## src/rtl/glyph_pkg.sv

```systemverilog
package glyph_pkg;

    localparam int CODE_W   = 8;
    localparam int PIX_W    = 16;
    localparam int GLYPH_W  = 8;
    localparam int GLYPH_H  = 16;
    localparam int COL_W    = $clog2(GLYPH_W);
    localparam int ROWIX_W  = $clog2(GLYPH_H);

    localparam logic [PIX_W-1:0]   CMD_MEM_WRITE = 16'h002C;
    localparam logic [CODE_W-1:0]  FIRST_CODE    = 8'h20;
    localparam logic [CODE_W-1:0]  LAST_CODE     = 8'h7E;
    localparam logic [CODE_W-1:0]  BLANK_CODE    = 8'h20;
    localparam int                 EDGE_ROWS     = 2;

    typedef enum logic [1:0] {
        ST_IDLE = 2'd0,
        ST_CMD  = 2'd1,
        ST_PIX  = 2'd2
    } seq_state_t;

    typedef struct packed {
        logic [CODE_W-1:0] code;
        logic [PIX_W-1:0]  fg;
        logic [PIX_W-1:0]  bg;
    } cell_req_t;

    // Rotate a glyph-wide bit vector left by a small amount.
    function automatic logic [GLYPH_W-1:0] rot_left(input logic [GLYPH_W-1:0] v,
                                                    input logic [COL_W-1:0]   s);
        logic [2*GLYPH_W-1:0] twice;
        twice = {v, v} << s;
        return twice[2*GLYPH_W-1 -: GLYPH_W];
    endfunction

endpackage

```

## src/rtl/glyph_rom.sv

```systemverilog
module glyph_rom
    import glyph_pkg::*;
#(
    parameter logic [CODE_W-1:0] LO_CODE = FIRST_CODE,
    parameter logic [CODE_W-1:0] HI_CODE = LAST_CODE
) (
    input  logic [CODE_W-1:0]  code,
    input  logic [ROWIX_W-1:0] row,
    output logic [GLYPH_W-1:0] lit_bits   // left-aligned part of the row word
);

    logic in_range;
    logic edge_row;

    assign in_range = (code >= LO_CODE) && (code <= HI_CODE);
    assign edge_row = (row < ROWIX_W'(EDGE_ROWS)) ||
                      (row > ROWIX_W'(GLYPH_H - 1 - EDGE_ROWS));

    // Content is computed rather than stored: each stored row word is
    // {lit_bits, padding}, with the padding always zero.
    always_comb begin
        if (!in_range) begin
            lit_bits = '1;                       // default glyph: filled box
        end else if (code == BLANK_CODE || edge_row) begin
            lit_bits = '0;
        end else begin
            lit_bits = rot_left(code[GLYPH_W-1:0], row[COL_W-1:0]);
        end
    end

endmodule

```

## src/rtl/colour_expand.sv

```systemverilog
module colour_expand
    import glyph_pkg::*;
(
    input  logic [GLYPH_W-1:0] lit_bits,
    input  logic [COL_W-1:0]   col,
    input  logic [PIX_W-1:0]   fg,
    input  logic [PIX_W-1:0]   bg,
    output logic [PIX_W-1:0]   pixel
);

    logic [PIX_W-1:0] lane [GLYPH_W];

    // Most significant bit is the leftmost column.
    for (genvar i = 0; i < GLYPH_W; i++) begin : g_lane
        assign lane[i] = lit_bits[GLYPH_W-1-i] ? fg : bg;
    end

    assign pixel = lane[col];

endmodule

```

## src/rtl/pixel_sequencer.sv

```systemverilog
module pixel_sequencer
    import glyph_pkg::*;
(
    input  logic               clk,
    input  logic               rst,
    input  logic               req_valid,
    output logic               req_ready,
    input  cell_req_t          req_in,
    input  logic               req_open_frame,
    output logic               out_valid,
    input  logic               out_ready,
    output logic               is_cmd,
    output logic [ROWIX_W-1:0] row,
    output logic [COL_W-1:0]   col,
    output cell_req_t          cur,
    output logic               done
);

    localparam logic [COL_W-1:0]   LAST_COL = COL_W'(GLYPH_W - 1);
    localparam logic [ROWIX_W-1:0] LAST_ROW = ROWIX_W'(GLYPH_H - 1);

    seq_state_t          state_q;
    logic [ROWIX_W-1:0]  row_q;
    logic [COL_W-1:0]    col_q;
    cell_req_t           req_q;
    logic                done_q;

    always_ff @(posedge clk) begin
        if (rst) begin
            state_q <= ST_IDLE;
            row_q   <= '0;
            col_q   <= '0;
            req_q   <= '0;
            done_q  <= 1'b0;
        end else begin
            done_q <= 1'b0;
            unique case (state_q)
                ST_IDLE: begin
                    if (req_valid) begin
                        req_q   <= req_in;
                        row_q   <= '0;
                        col_q   <= '0;
                        state_q <= req_open_frame ? ST_CMD : ST_PIX;
                    end
                end
                ST_CMD: begin
                    if (out_ready) state_q <= ST_PIX;
                end
                ST_PIX: begin
                    if (out_ready) begin
                        if (col_q == LAST_COL) begin
                            col_q <= '0;
                            if (row_q == LAST_ROW) begin
                                state_q <= ST_IDLE;
                                done_q  <= 1'b1;
                            end else begin
                                row_q <= row_q + 1'b1;
                            end
                        end else begin
                            col_q <= col_q + 1'b1;
                        end
                    end
                end
                default: state_q <= ST_IDLE;
            endcase
        end
    end

    assign req_ready = (state_q == ST_IDLE);
    assign out_valid = (state_q != ST_IDLE);
    assign is_cmd    = (state_q == ST_CMD);
    assign row       = row_q;
    assign col       = col_q;
    assign cur       = req_q;
    assign done      = done_q;

    AST_STALL_POSITION: assert property (@(posedge clk) disable iff (rst)
        (state_q == ST_PIX && !out_ready) |=> ($stable(row_q) && $stable(col_q)));

    AST_DONE_SINGLE: assert property (@(posedge clk) disable iff (rst)
        done_q |=> !done_q);

    AST_BUSY_KEEPS_REQ: assert property (@(posedge clk) disable iff (rst)
        (state_q != ST_IDLE) |=> $stable(req_q));

endmodule

```

## src/rtl/glyph_stream.sv

```systemverilog
module glyph_stream
    import glyph_pkg::*;
(
    input  logic              clk,
    input  logic              rst,
    input  logic              req_valid,
    output logic              req_ready,
    input  logic [CODE_W-1:0] req_code,
    input  logic [PIX_W-1:0]  req_fg,
    input  logic [PIX_W-1:0]  req_bg,
    input  logic              req_open_frame,
    output logic              out_valid,
    input  logic              out_ready,
    output logic [PIX_W-1:0]  out_data,
    output logic              out_is_cmd,
    output logic              done
);

    cell_req_t           req_in;
    cell_req_t           cur;
    logic [ROWIX_W-1:0]  row;
    logic [COL_W-1:0]    col;
    logic [GLYPH_W-1:0]  lit_bits;
    logic [PIX_W-1:0]    pixel;
    logic                is_cmd;

    assign req_in = '{code: req_code, fg: req_fg, bg: req_bg};

    pixel_sequencer u_seq (
        .clk            (clk),
        .rst            (rst),
        .req_valid      (req_valid),
        .req_ready      (req_ready),
        .req_in         (req_in),
        .req_open_frame (req_open_frame),
        .out_valid      (out_valid),
        .out_ready      (out_ready),
        .is_cmd         (is_cmd),
        .row            (row),
        .col            (col),
        .cur            (cur),
        .done           (done)
    );

    glyph_rom #(
        .LO_CODE (FIRST_CODE),
        .HI_CODE (LAST_CODE)
    ) u_rom (
        .code     (cur.code),
        .row      (row),
        .lit_bits (lit_bits)
    );

    colour_expand u_expand (
        .lit_bits (lit_bits),
        .col      (col),
        .fg       (cur.fg),
        .bg       (cur.bg),
        .pixel    (pixel)
    );

    assign out_is_cmd = is_cmd;
    assign out_data   = is_cmd ? CMD_MEM_WRITE : pixel;

    AST_CMD_WORD: assert property (@(posedge clk) disable iff (rst)
        (out_valid && out_is_cmd) |-> (out_data == 16'h002C));

    AST_PIXEL_COLOUR: assert property (@(posedge clk) disable iff (rst)
        (out_valid && !out_is_cmd) |-> (out_data == cur.fg || out_data == cur.bg));

    AST_OUT_HOLD: assert property (@(posedge clk) disable iff (rst)
        (out_valid && !out_ready) |=>
            (out_valid && $stable(out_data) && $stable(out_is_cmd)));

endmodule

```

## config.mk

```make
export PLATFORM = sky130hd
export DESIGN_NAME = glyph_stream
export DESIGN_NICKNAME = d
export VERILOG_FILES = /design/src/rtl/glyph_pkg.sv /design/src/rtl/glyph_rom.sv /design/src/rtl/colour_expand.sv /design/src/rtl/pixel_sequencer.sv /design/src/rtl/glyph_stream.sv
export SDC_FILE = /design/constraint.sdc
export NUM_CORES = 1
export LEC_CHECK = 0
export ABC_AREA = 1
export CAP_MARGIN = 20
export CORE_UTILIZATION = 47
export CTS_CLUSTER_SIZE = 12
export DETAILED_ROUTE_END_ITERATION = 6
export PLACE_DENSITY = 0.77
export REMOVE_ABC_BUFFERS = 1
export SETUP_SLACK_MARGIN = 0.5
export SYNTH_ARGS = -nofsm -noshare
export SYNTH_HDL_FRONTEND = slang
export SYNTH_SLANG_ARGS = --single-unit
export TNS_END_PERCENT = 50
```

## constraint.sdc

```tcl
create_clock -name clk -period 4.8 [get_ports clk]
set_clock_uncertainty 0.2 [all_clocks]
set_input_delay 0.72 -clock clk [delete_from_list [all_inputs] [get_ports clk]]
set_output_delay 0.72 -clock clk [all_outputs]
set_load 0.02 [all_outputs]
```

==> run metrics <==
Worst Path Required=roughly 3.9 ns; Synth top area share=35.4%; nets@finish=1004; Syn-to-layout area delta=15.7%; first-pass GRT wire length=26500 microns; Netlist cell types=23; Post-synth EDFFs=0; multi-input logic area=roughly 3600 sq um; Static Leak=between 2 and 2.5 nW; Top Ports=65; DR WL/cell=~14 microns; ant diodes=0; 1st-pass router iterations=6; # fillers=1060; CTS sink cnt=50; register bit total from synthesis=50; GRT Total Usage=28.2%; Inserted Clock Buffers=5; unrepaired setup endpoints after global routing=false; Post-Syn Area=5100 sq um; RR Startpoint=u_seq.col[0]; DR vias/cell=5.85; Worst EP arrival=3.17 ns; Routability Congestion=0.840; Root Driver=clkbuf_8; period utilization=85.2%; highest clock rate=245 MHz; ys async rst share=0%; layout cells sized above 1=6.28%; status=complete, no violations; Clock transition at path regs=around 0.10 ns; Setup TNS=0 ns; GRT overflow=0; kind of critical path=reg -> out; Worst setup SP type=register; warnings from Yosys=0; initial core utilization=49.0%; final wirelength=between 15000 and 20000 microns; DIE AREA=11300 sq um; Die H=106 microns; DR DRC count=0; most common cell in the synthesized netlist=nand3_1; Final setup viols=0; initial antenna violation count=0; critical path fanouts, max=13; final hold vios=0; worst vdd rail ir drop=0.479 mV; post-layout min period=slightly above 4 ns; Starting DRT DRC Count=647; Worst setup EP type=output pin; CTS tree=built; Rel. slew slack=25.9%; Cell Pwr Density=between 500 and 600 nW/um^2; row count=37; largest net degree at the start of global routing=67; Post-DRT Antenna Nets=0; slew at the pin with the worst max-slew slack=around 1.1 ns; worst hold start=u_seq.state_q[0]; Max Buffers Root-to-Sink=2; # port buffers=64; Primary FF master, synth=dfxtp_1; vias in the first global route=5530; Hold WC Path Type=reg -> reg; Synth area leaders=nand3_1 (35%), dfxtp_1 (20%), nand2_1 (16%), nor2_1 (8.2%), o21ai_0 (4.4%); H-tree depth=2; end-of-flow core utilization=a little under three fifths; core area=10400 sq um; Synth top cells by count=nand3_1 (361), nand2_1 (213), nor2_1 (111); vias=6378; sequential area share after synthesis=19.6%; detailed placement HPWL=9330 microns; critical path launch point=u_seq.row[0]; Synth area leader=nand3_1; Final Max Slew Viols=0; Syn Inst Count=952; Die W=106 microns; Seq. cell area=1010 sq um; Clock Latency Late Sink=0.31 ns; Syn Area/Cell=5.36 sq um; maxcap violations=0
where the power goes:
part | internal, mW | switching, mW | leakage [nW]
clock | 0.116 | 0.153 | 0.0472
sequential | 0.534 | 0.241 | 0.415
combinational | 0.943 | 1.53 | 1.96
total | 1.59 | 1.93 | 2.42
final cells by class:
type / instances / area share [%]
timing repair buffer: 93 / 15.4
clock buffer: 6 / 1.40
multi-input combinational: 774 / 60.9
tap: 136 / 2.88
sequential: 50 / 17.1
inverter: 30 / 2.04
clock inverter: 2 / 0.212
kinds of logic (layout without fill, tap and decap cells):
group	count (synthesis)	count (layout)	synth area share, %
AO/OA/AOI/OAI	64	64	6.43
adder cells (fa/ha/maj)	5	5	1.23
AND/OR/NAND/NOR	705	705	62.4
flip-flops	50	50	19.6
buffers and inverters	128	131	10.3
per-stage QoR:
stage / hold slack, ns / setup WS, ns / power, mW / std cells / area, sq um
6_report: 0.324 / 0.711 / 3.52 / 1091 / 5900
5_1_grt: 0.370 / 0.523 / 3.86 / 1091 / 5900
4_1_cts: 0.323 / 0.501 / 3.42 / 1081 / 5780
3_5_place_dp: 0.309 / 0.649 / 3.12 / 1071 / 5640
3_3_place_gp: 0.296 / 0.677 / 3.09 / 1071 / 5640
2_1_floorplan: 0.273 / -2.37 / 2.33 / 854 / 4690
layer usage:
metal  routed length (microns)  GRT usage, %  vias to the layer above
met5                         0             0                        -
met4                       275          9.52                        0
met3                      1370          4.23                       29
met2                      7340          46.9                      317
met1                      6710          37.1                     2844
li1                          -             -                     3188
worst paths after layout:
path / to / cells past startpoint / slack (ns)
worst min register to register: u_seq.state_q[0] / 2 / 0.32
worst max-delay path: out_data[13] / 15 / 0.71
worst max register to register: u_seq.row[3] / 9 / 2.39
worst min-delay path: u_seq.state_q[0] / 2 / 0.32
registers in the layout (all words and copies together), names as in the netlist:
signal         cells
u_seq.col          3
u_seq.cur         40
u_seq.done         1
u_seq.row          4
u_seq.state_q      2
layout by cell type (no fill, tap or decap), drive strengths merged:
cell type,Yosys,layout
nor2,112,112
nor3b,1,1
nand2,219,219
buf,46,29
nand3,368,368
clkinv,7,8
a211oi,3,3
o21ai,45,45
inv,23,21
nor4,1,1
clkbuf,52,6
clkinvlp,0,3
a21oi,16,16
ha,5,5
clkdlybuf4s50,0,64
nor3,3,3
dfxtp,50,50
nand4,1,1
repair_timing:
item,4_1_cts,5_1_grt
hold endpoints to repair,0,0
resized for setup,6,5
pin swaps,0,2
buffers inserted,2,8
setup endpoints to repair,16,16
hold buffers,0,0
worst max-delay path, stage by stage, from the launching register on:
cell and delay, ns:
dfxtp_4 0.44, clkinvlp_4 0.16, ha_1 0.22, inv_1 0.05, nand2_1 0.04, o21ai_1 0.20, nor2_4 0.11, nand3_1 0.17
buf_4 0.27, nand3_1 0.10, nand3_1 0.10, nand3_1 0.08, nand2_1 0.11, nor2_1 0.04, nor2_1 0.12, clkdlybuf4s50_1 0.62
No activity file was read; power rests on OpenSTA's default activity.
